### config.mk
export PLATFORM = sky130hd
export DESIGN_NAME = ring_echo_node
export DESIGN_NICKNAME = d
export VERILOG_FILES = /design/src/rtl/ring_pkg.sv /design/src/rtl/ring_rx_fifo.sv /design/src/rtl/ring_tx_slots.sv /design/src/rtl/ring_echo_node.sv
export SDC_FILE = /design/constraint.sdc
export NUM_CORES = 1
export LEC_CHECK = 0
export ABC_CLOCK_PERIOD_IN_PS = 2700
export BUFFER_PORTS_ARGS = -buffer_cell sky130_fd_sc_hd__buf_2
export CORE_MARGIN = 8
export CORE_UTILIZATION = 55
export CTS_CLUSTER_SIZE = 40
export DETAILED_ROUTE_END_ITERATION = 16
export GPL_ROUTABILITY_DRIVEN = 0
export MAX_ROUTING_LAYER = met4
export PLACE_DENSITY = 0.76
export RECOVER_POWER = 100
export SLEW_MARGIN = 20
export SYNTH_ARGS = -nofsm -noshare
export SYNTH_HDL_FRONTEND = slang
export SYNTH_SLANG_ARGS = --single-unit
### constraint.sdc
create_clock -name clk_i -period 2.7 [get_ports clk_i]
set_input_delay 0 -clock clk_i [delete_from_list [all_inputs] [get_ports clk_i]]
set_output_delay 0 -clock clk_i [all_outputs]
set_load 0.05 [all_outputs]
### src/rtl/ring_pkg.sv
package ring_pkg;
  localparam int FLIT_W = 18;
  localparam int ID_W   = 4;
  localparam int TAG_W  = 2;
  localparam int PL_W   = FLIT_W - 2 - 2*ID_W - TAG_W;
  localparam int SLOTS  = 1 << TAG_W;

  typedef enum logic [1:0] {
    K_IDLE = 2'b00,
    K_REQ  = 2'b01,
    K_POS  = 2'b10,
    K_NEG  = 2'b11
  } kind_e;

  typedef struct packed {
    kind_e             kind;
    logic [ID_W-1:0]   tgt;
    logic [ID_W-1:0]   src;
    logic [TAG_W-1:0]  tag;
    logic [PL_W-1:0]   pl;
  } flit_t;

  typedef enum logic [1:0] {
    S_FREE,
    S_PEND,
    S_WAIT
  } slot_e;
endpackage

### src/rtl/ring_rx_fifo.sv
module ring_rx_fifo #(
  parameter int W     = 10,
  parameter int DEPTH = 2
) (
  input  logic         clk_i,
  input  logic         rst_ni,
  input  logic         push_i,
  input  logic [W-1:0] din_i,
  output logic         full_o,
  output logic         valid_o,
  input  logic         pop_i,
  output logic [W-1:0] dout_o
);
  localparam int AW = (DEPTH > 1) ? $clog2(DEPTH) : 1;
  localparam int CW = $clog2(DEPTH + 1);

  logic [W-1:0]  mem_q [DEPTH];
  logic [AW-1:0] wr_q, rd_q;
  logic [CW-1:0] cnt_q;
  logic          do_pop;

  assign full_o  = (cnt_q == CW'(DEPTH));
  assign valid_o = (cnt_q != '0);
  assign dout_o  = mem_q[rd_q];
  assign do_pop  = pop_i && valid_o;

  always_ff @(posedge clk_i or negedge rst_ni) begin
    if (!rst_ni) begin
      wr_q  <= '0;
      rd_q  <= '0;
      cnt_q <= '0;
      for (int i = 0; i < DEPTH; i++) mem_q[i] <= '0;
    end else begin
      if (push_i) begin
        mem_q[wr_q] <= din_i;
        wr_q <= (wr_q == AW'(DEPTH-1)) ? '0 : wr_q + 1'b1;
      end
      if (do_pop) rd_q <= (rd_q == AW'(DEPTH-1)) ? '0 : rd_q + 1'b1;
      cnt_q <= cnt_q + CW'(push_i) - CW'(do_pop);
    end
  end

  AST_NO_OVERFLOW: assert property (@(posedge clk_i) disable iff (!rst_ni)
    push_i |-> !full_o);
endmodule

### src/rtl/ring_tx_slots.sv
module ring_tx_slots
  import ring_pkg::*;
#(
  parameter logic [ID_W-1:0] NODE_ID     = 4'd3,
  parameter int              RETRY_LIMIT = 16
) (
  input  logic             clk_i,
  input  logic             rst_ni,
  input  logic             acc_valid_i,
  output logic             acc_ready_o,
  input  logic [ID_W-1:0]  acc_tgt_i,
  input  logic [PL_W-1:0]  acc_pl_i,
  input  logic             echo_vld_i,
  input  logic             echo_neg_i,
  input  logic [TAG_W-1:0] echo_tag_i,
  input  logic             inj_en_i,
  output logic             inj_vld_o,
  output flit_t            inj_flit_o,
  output logic             err_o
);
  localparam int CW = $clog2(RETRY_LIMIT + 1);

  slot_e           st_q  [SLOTS];
  logic [ID_W-1:0] tgt_q [SLOTS];
  logic [PL_W-1:0] pl_q  [SLOTS];
  logic [CW-1:0]   cnt_q [SLOTS];
  logic            err_q;

  logic [TAG_W-1:0] free_idx, pend_idx;
  logic             any_free, any_pend;

  always_comb begin
    free_idx = '0;
    pend_idx = '0;
    any_free = 1'b0;
    any_pend = 1'b0;
    for (int i = SLOTS-1; i >= 0; i--) begin
      if (st_q[i] == S_FREE) begin free_idx = TAG_W'(i); any_free = 1'b1; end
      if (st_q[i] == S_PEND) begin pend_idx = TAG_W'(i); any_pend = 1'b1; end
    end
  end

  assign acc_ready_o = any_free;
  assign inj_vld_o   = any_pend;
  assign err_o       = err_q;

  always_comb begin
    inj_flit_o.kind = K_REQ;
    inj_flit_o.tgt  = tgt_q[pend_idx];
    inj_flit_o.src  = NODE_ID;
    inj_flit_o.tag  = pend_idx;
    inj_flit_o.pl   = pl_q[pend_idx];
  end

  always_ff @(posedge clk_i or negedge rst_ni) begin
    if (!rst_ni) begin
      err_q <= 1'b0;
      for (int i = 0; i < SLOTS; i++) begin
        st_q[i]  <= S_FREE;
        tgt_q[i] <= '0;
        pl_q[i]  <= '0;
        cnt_q[i] <= '0;
      end
    end else begin
      if (acc_valid_i && any_free) begin
        st_q[free_idx]  <= S_PEND;
        tgt_q[free_idx] <= acc_tgt_i;
        pl_q[free_idx]  <= acc_pl_i;
      end
      if (inj_en_i && any_pend) st_q[pend_idx] <= S_WAIT;
      // echo to a slot not awaiting one is dropped
      if (echo_vld_i && st_q[echo_tag_i] == S_WAIT) begin
        if (echo_neg_i) begin
          st_q[echo_tag_i] <= S_PEND;
          if (cnt_q[echo_tag_i] != CW'(RETRY_LIMIT))
            cnt_q[echo_tag_i] <= cnt_q[echo_tag_i] + 1'b1;
          if (cnt_q[echo_tag_i] == CW'(RETRY_LIMIT-1)) err_q <= 1'b1;
        end else begin
          st_q[echo_tag_i]  <= S_FREE;
          cnt_q[echo_tag_i] <= '0;
        end
      end
    end
  end

  AST_ERR_STICKY: assert property (@(posedge clk_i) disable iff (!rst_ni)
    $past(err_q) |-> err_q);
  AST_ACCEPT_NOT_FULL: assert property (@(posedge clk_i) disable iff (!rst_ni)
    (acc_valid_i && acc_ready_o) |=> $countones({st_q[0] != S_FREE, st_q[1] != S_FREE,
      st_q[2] != S_FREE, st_q[3] != S_FREE}) != 0);
endmodule

### src/rtl/ring_echo_node.sv
module ring_echo_node
  import ring_pkg::*;
#(
  parameter logic [3:0] NODE_ID     = 4'd3,
  parameter int          RX_DEPTH    = 2,
  parameter int          RETRY_LIMIT = 16
) (
  input  logic        clk_i,
  input  logic        rst_ni,
  input  logic [17:0] ring_i,
  output logic [17:0] ring_o,
  input  logic        tx_valid_i,
  output logic        tx_ready_o,
  input  logic [3:0]  tx_target_i,
  input  logic [5:0]  tx_payload_i,
  output logic        rx_valid_o,
  input  logic        rx_ready_i,
  output logic [3:0]  rx_src_o,
  output logic [5:0]  rx_payload_o,
  output logic        err_o
);
  localparam int RXW = ID_W + PL_W;

  flit_t in_f, nxt_f, inj_f, out_q;
  logic  for_us, req_us, echo_us, rx_full, accept, slot_empty, inj_vld;
  logic [RXW-1:0] rx_dout;

  assign in_f       = flit_t'(ring_i);
  assign for_us     = (in_f.kind != K_IDLE) && (in_f.tgt == NODE_ID);
  assign req_us     = for_us && (in_f.kind == K_REQ);
  assign echo_us    = for_us && (in_f.kind == K_POS || in_f.kind == K_NEG);
  assign accept     = req_us && !rx_full;
  assign slot_empty = (in_f.kind == K_IDLE) || echo_us;

  ring_rx_fifo #(.W(RXW), .DEPTH(RX_DEPTH)) u_rx (
    .clk_i   (clk_i),
    .rst_ni  (rst_ni),
    .push_i  (accept),
    .din_i   ({in_f.src, in_f.pl}),
    .full_o  (rx_full),
    .valid_o (rx_valid_o),
    .pop_i   (rx_ready_i),
    .dout_o  (rx_dout)
  );
  assign {rx_src_o, rx_payload_o} = rx_dout;

  ring_tx_slots #(.NODE_ID(NODE_ID), .RETRY_LIMIT(RETRY_LIMIT)) u_tx (
    .clk_i       (clk_i),
    .rst_ni      (rst_ni),
    .acc_valid_i (tx_valid_i),
    .acc_ready_o (tx_ready_o),
    .acc_tgt_i   (tx_target_i),
    .acc_pl_i    (tx_payload_i),
    .echo_vld_i  (echo_us),
    .echo_neg_i  (in_f.kind == K_NEG),
    .echo_tag_i  (in_f.tag),
    .inj_en_i    (slot_empty),
    .inj_vld_o   (inj_vld),
    .inj_flit_o  (inj_f),
    .err_o       (err_o)
  );

  always_comb begin
    nxt_f = in_f;
    if (req_us) begin
      nxt_f.kind = accept ? K_POS : K_NEG;
      nxt_f.tgt  = in_f.src;
      nxt_f.src  = NODE_ID;
      nxt_f.pl   = '0;
    end else if (echo_us) begin
      nxt_f = '0;
    end
    if (slot_empty && inj_vld) nxt_f = inj_f;
  end

  always_ff @(posedge clk_i or negedge rst_ni) begin
    if (!rst_ni) out_q <= '0;
    else         out_q <= nxt_f;
  end
  assign ring_o = out_q;

  AST_PASS_THROUGH: assert property (@(posedge clk_i) disable iff (!rst_ni)
    (ring_i[17:16] != 2'b00 && ring_i[15:12] != NODE_ID) |=> ring_o == $past(ring_i));
  AST_ECHO_HAS_CAUSE: assert property (@(posedge clk_i) disable iff (!rst_ni)
    (ring_o[17] && ring_o[11:8] == NODE_ID)
      |-> ($past(ring_i[17:16]) == 2'b01 && $past(ring_i[15:12]) == NODE_ID));
  AST_INJECT_EMPTY_ONLY: assert property (@(posedge clk_i) disable iff (!rst_ni)
    (ring_o[17:16] == 2'b01 && ring_o[11:8] == NODE_ID)
      |-> ($past(ring_i[17:16]) == 2'b00 ||
           ($past(ring_i[17]) && $past(ring_i[15:12]) == NODE_ID)));
endmodule

==> summary.txt <==
STA
  – Final Worst Setup Slack: 0.372 ns
  – Final number of max-transition violations: 0
  – Setup Viol. Count Final: 0
  – Final setup TNS: 0 ns
  – Min Clock Period, post-route: 2.33 ns
  – Worst rel slew slack: 1.21%
  – Clock Skew: 0.0127 ns
  – RSZ-0062 raised after global routing: false
  – Final hold violation count: 0
  – Slew @ Worst Pin: 1.48 ns
  – Fin crit share: 86.2%
  – Fmax: 429 MHz

Place
  – Post-DP HPWL: 8070 um
  – Placed Cells: 558
  – DP Worst Slack: 0.460 ns
  – Port buffer count: 62

Cells and area
  – Area delta synth->final: 15.3%
  – Sequential cell area: 2780 um^2
  – Layout cells sized above 1: 19.5%
  – Final net count: 519
  – FILL cells: 698
  – Layout Cells excl Fill: 599
  – Footprint of the multi-input gates: 2210 um^2

Hold path
  – WHS Path Cells: 3
  – Tightest Hold Check Type: in -> reg

Floorplanning
  – Die area: 12700 um^2
  – # IOs: 63
  – Initial Utilization: 56.2%
  – Rows: 35
  – Die X: 113 um
  – Die Ht: 113 um
  – Core area: 9150 um^2

Drt
  – Drt initial violations: 219
  – Vias per Instance: 5.83
  – First-pass iteration count of the detailed router: 4
  – Final wirelength: 11400 um
  – Wire per inst: 19.1 um
  – Vias: 3495
  – Remaining antenna violation count: 0
  – DRC errors left: 0

Synthesis
  – Post-synth net total: 430
  – Synth Instances: 393
  – #FFs+latches synth: 111
  – Leading area contributor after synthesis: dfrtp_1
  – Synth top area share: 54.0%
  – Syn avg cell area: 13.1 um^2
  – Commonest cells in the netlist: dfrtp_1, mux2_1, mux2_2
  – Yosys warnings: 0
  – Most frequent cell after synthesis: dfrtp_1
  – Post-Syn Area: 5150 um^2
  – Synth area leaders: dfrtp_1, mux2_1, mux2_2
  – Sequential share of the synthesized area: 54.0%
  – EDFF count, synth: 0
  – Asr flop ratio synth: 100%
  – Ys flop type: dfrtp_1
  – Yosys cell types: 53

Power and ir drop
  – Peak VDD IR: 0.000452 V
  – LEAKAGE: 2.71 nW
  – Cell area power density: 906 nW/um^2
  – Final Power: 0.00538 W

Global route
  – Vias in the first global route: 3641
  – First-pass GRT wire length: 18900 um
  – Largest net degree at the start of global routing: 112
  – Gr usage total: 19.3%
  – Total gr overflow: 0
  – Initial antenna violation count: 1

Clock network
  – CTS clk-pin slew, worst paths: 0.11 ns
  – TritonCTS Buffers: 9
  – # clock sinks: 111
  – Root Driver: clkbuf_8
  – CTS tree: yes
  – H-tree Lvls: 3
  – Latest clock arrival within the worst-skew pair: 0.37 ns
  – # resized after CTS: 0
  – Clk buf depth: 2

Worst setup path
  – Arr. time, crit path: 2.59 ns
  – Register-to-Register Path Depth: 5
  – Setup crit start kind: input pin
  – Setup crit end kind: register
  – Required @ worst endpoint: 2.96 ns
  – Worst-path maximum fanout: 10
  – CP Class: in -> reg

Flow run
  – Max-Cap Viols: 0

Status
  – Outcome: finished clean
## per-layer routing
metal  global-route usage [%]  part of all wire [%]  up-vias
met2                     29.1                    47      102
met5                        -                     0        -
met3                     3.73                   5.3       10
met4                     7.10                   1.1        0
met1                     25.5                    46     1759
li1                         -                     -     1624
## cells by family after synthesis
kind of cell	share of synthesized area, %
buf+inv	2.02
flops	54.0
compound gates	8.27
xor+xnor	1.02
mux	23.7
simple gates	9.82
fa+ha+maj	1.22
## layout make-up
type                       count  share of cell area, %
multi-input combinational    257                   37.3
clock inverter                 7                   1.50
timing repair buffer          92                   9.21
tap                          111                   2.34
antenna                        1                 0.0422
clock buffer                   9                   2.09
inverter                      11                  0.696
sequential                   111                   46.8
## sequential cells by signal, indices dropped and copies added (netlist names)
name        cells
u_tx.st_q       8
ring_o         18
u_rx.rd_q       1
u_tx.pl_q      24
u_tx.tgt_q     16
u_rx.cnt_q      2
u_tx.cnt_q     20
u_tx.err_o      1
u_rx.wr_q       1
u_rx.mem_q     20
## placed cells by master, fill, tap and decap left out, types with 3 or more instances in the layout
| cell type | count |
|---|---|
| nor2_1 | 14 |
| o31ai_1 | 3 |
| nor2b_1 | 6 |
| nand2b_1 | 7 |
| mux2i_1 | 7 |
| a22oi_1 | 7 |
| and2_0 | 4 |
| nand4_1 | 3 |
| a21oi_1 | 12 |
| xnor2_1 | 4 |
| inv_1 | 11 |
| dfrtp_1 | 111 |
| and2_1 | 6 |
| nor3_1 | 6 |
| clkbuf_1 | 35 |
| o22ai_1 | 4 |
| mux2_1 | 61 |
| o21ai_0 | 10 |
| dlygate4sd3_1 | 24 |
| a31o_2 | 3 |
| ha_1 | 5 |
| o211ai_1 | 6 |
| mux2_2 | 29 |
| nor4_2 | 3 |
| clkbuf_8 | 9 |
| a221oi_1 | 4 |
| mux4_2 | 6 |
| nand2_1 | 21 |
| inv_6 | 3 |
| buf_2 | 29 |
## power breakdown
group          switching (W)  internal (W)
sequential          0.000335       0.00217
combinational        0.00111      0.000726
clock               0.000585      0.000448
## worst max-delay path, cell delays in order
cell	delay, ns
dlygate4sd3_1	0.54
clkbuf_1	0.31
inv_1	0.14
nor3_1	0.51
nand2_1	0.22
inv_1	0.14
nand2_1	0.30
mux2_1	0.43
## final timing paths
path / startpoint / end / slack (ns)
min in group asynchronous: rst_ni / u_tx.cnt_q[2] / 0.62
worst min register to register: u_rx.mem_q[16] / u_rx.mem_q[16] / 0.50
worst min-delay path: ring_i[15] / ring_o[15] / 0.05
worst max-delay path: ring_i[16] / u_rx.mem_q[3] / 0.37
max in group asynchronous: rst_ni / u_tx.err_o / 1.12
worst max register to register: u_tx.st_q[3] / u_tx.cnt_q[6] / 0.40
## timing repair
action	in CTS	in global routing
buffers inserted	0	0
endpoints found under the hold margin	185	0
setup endpoints to repair	0	0
hold buffers	24	0
## through the flow
stage / hold WS (ns) / instance area, um^2 / utilization [%]
after floorplan: -0.296 / 5150 / -
after global placement: 0.116 / 5610 / 61.2
after detailed placement: 0.126 / 5610 / 61.2
after CTS: 0.0184 / 6060 / 66.2
after global routing: 0.0396 / 5930 / 64.8
final: 0.0525 / 5930 / 64.8
Power figures use the tool's default switching activity.
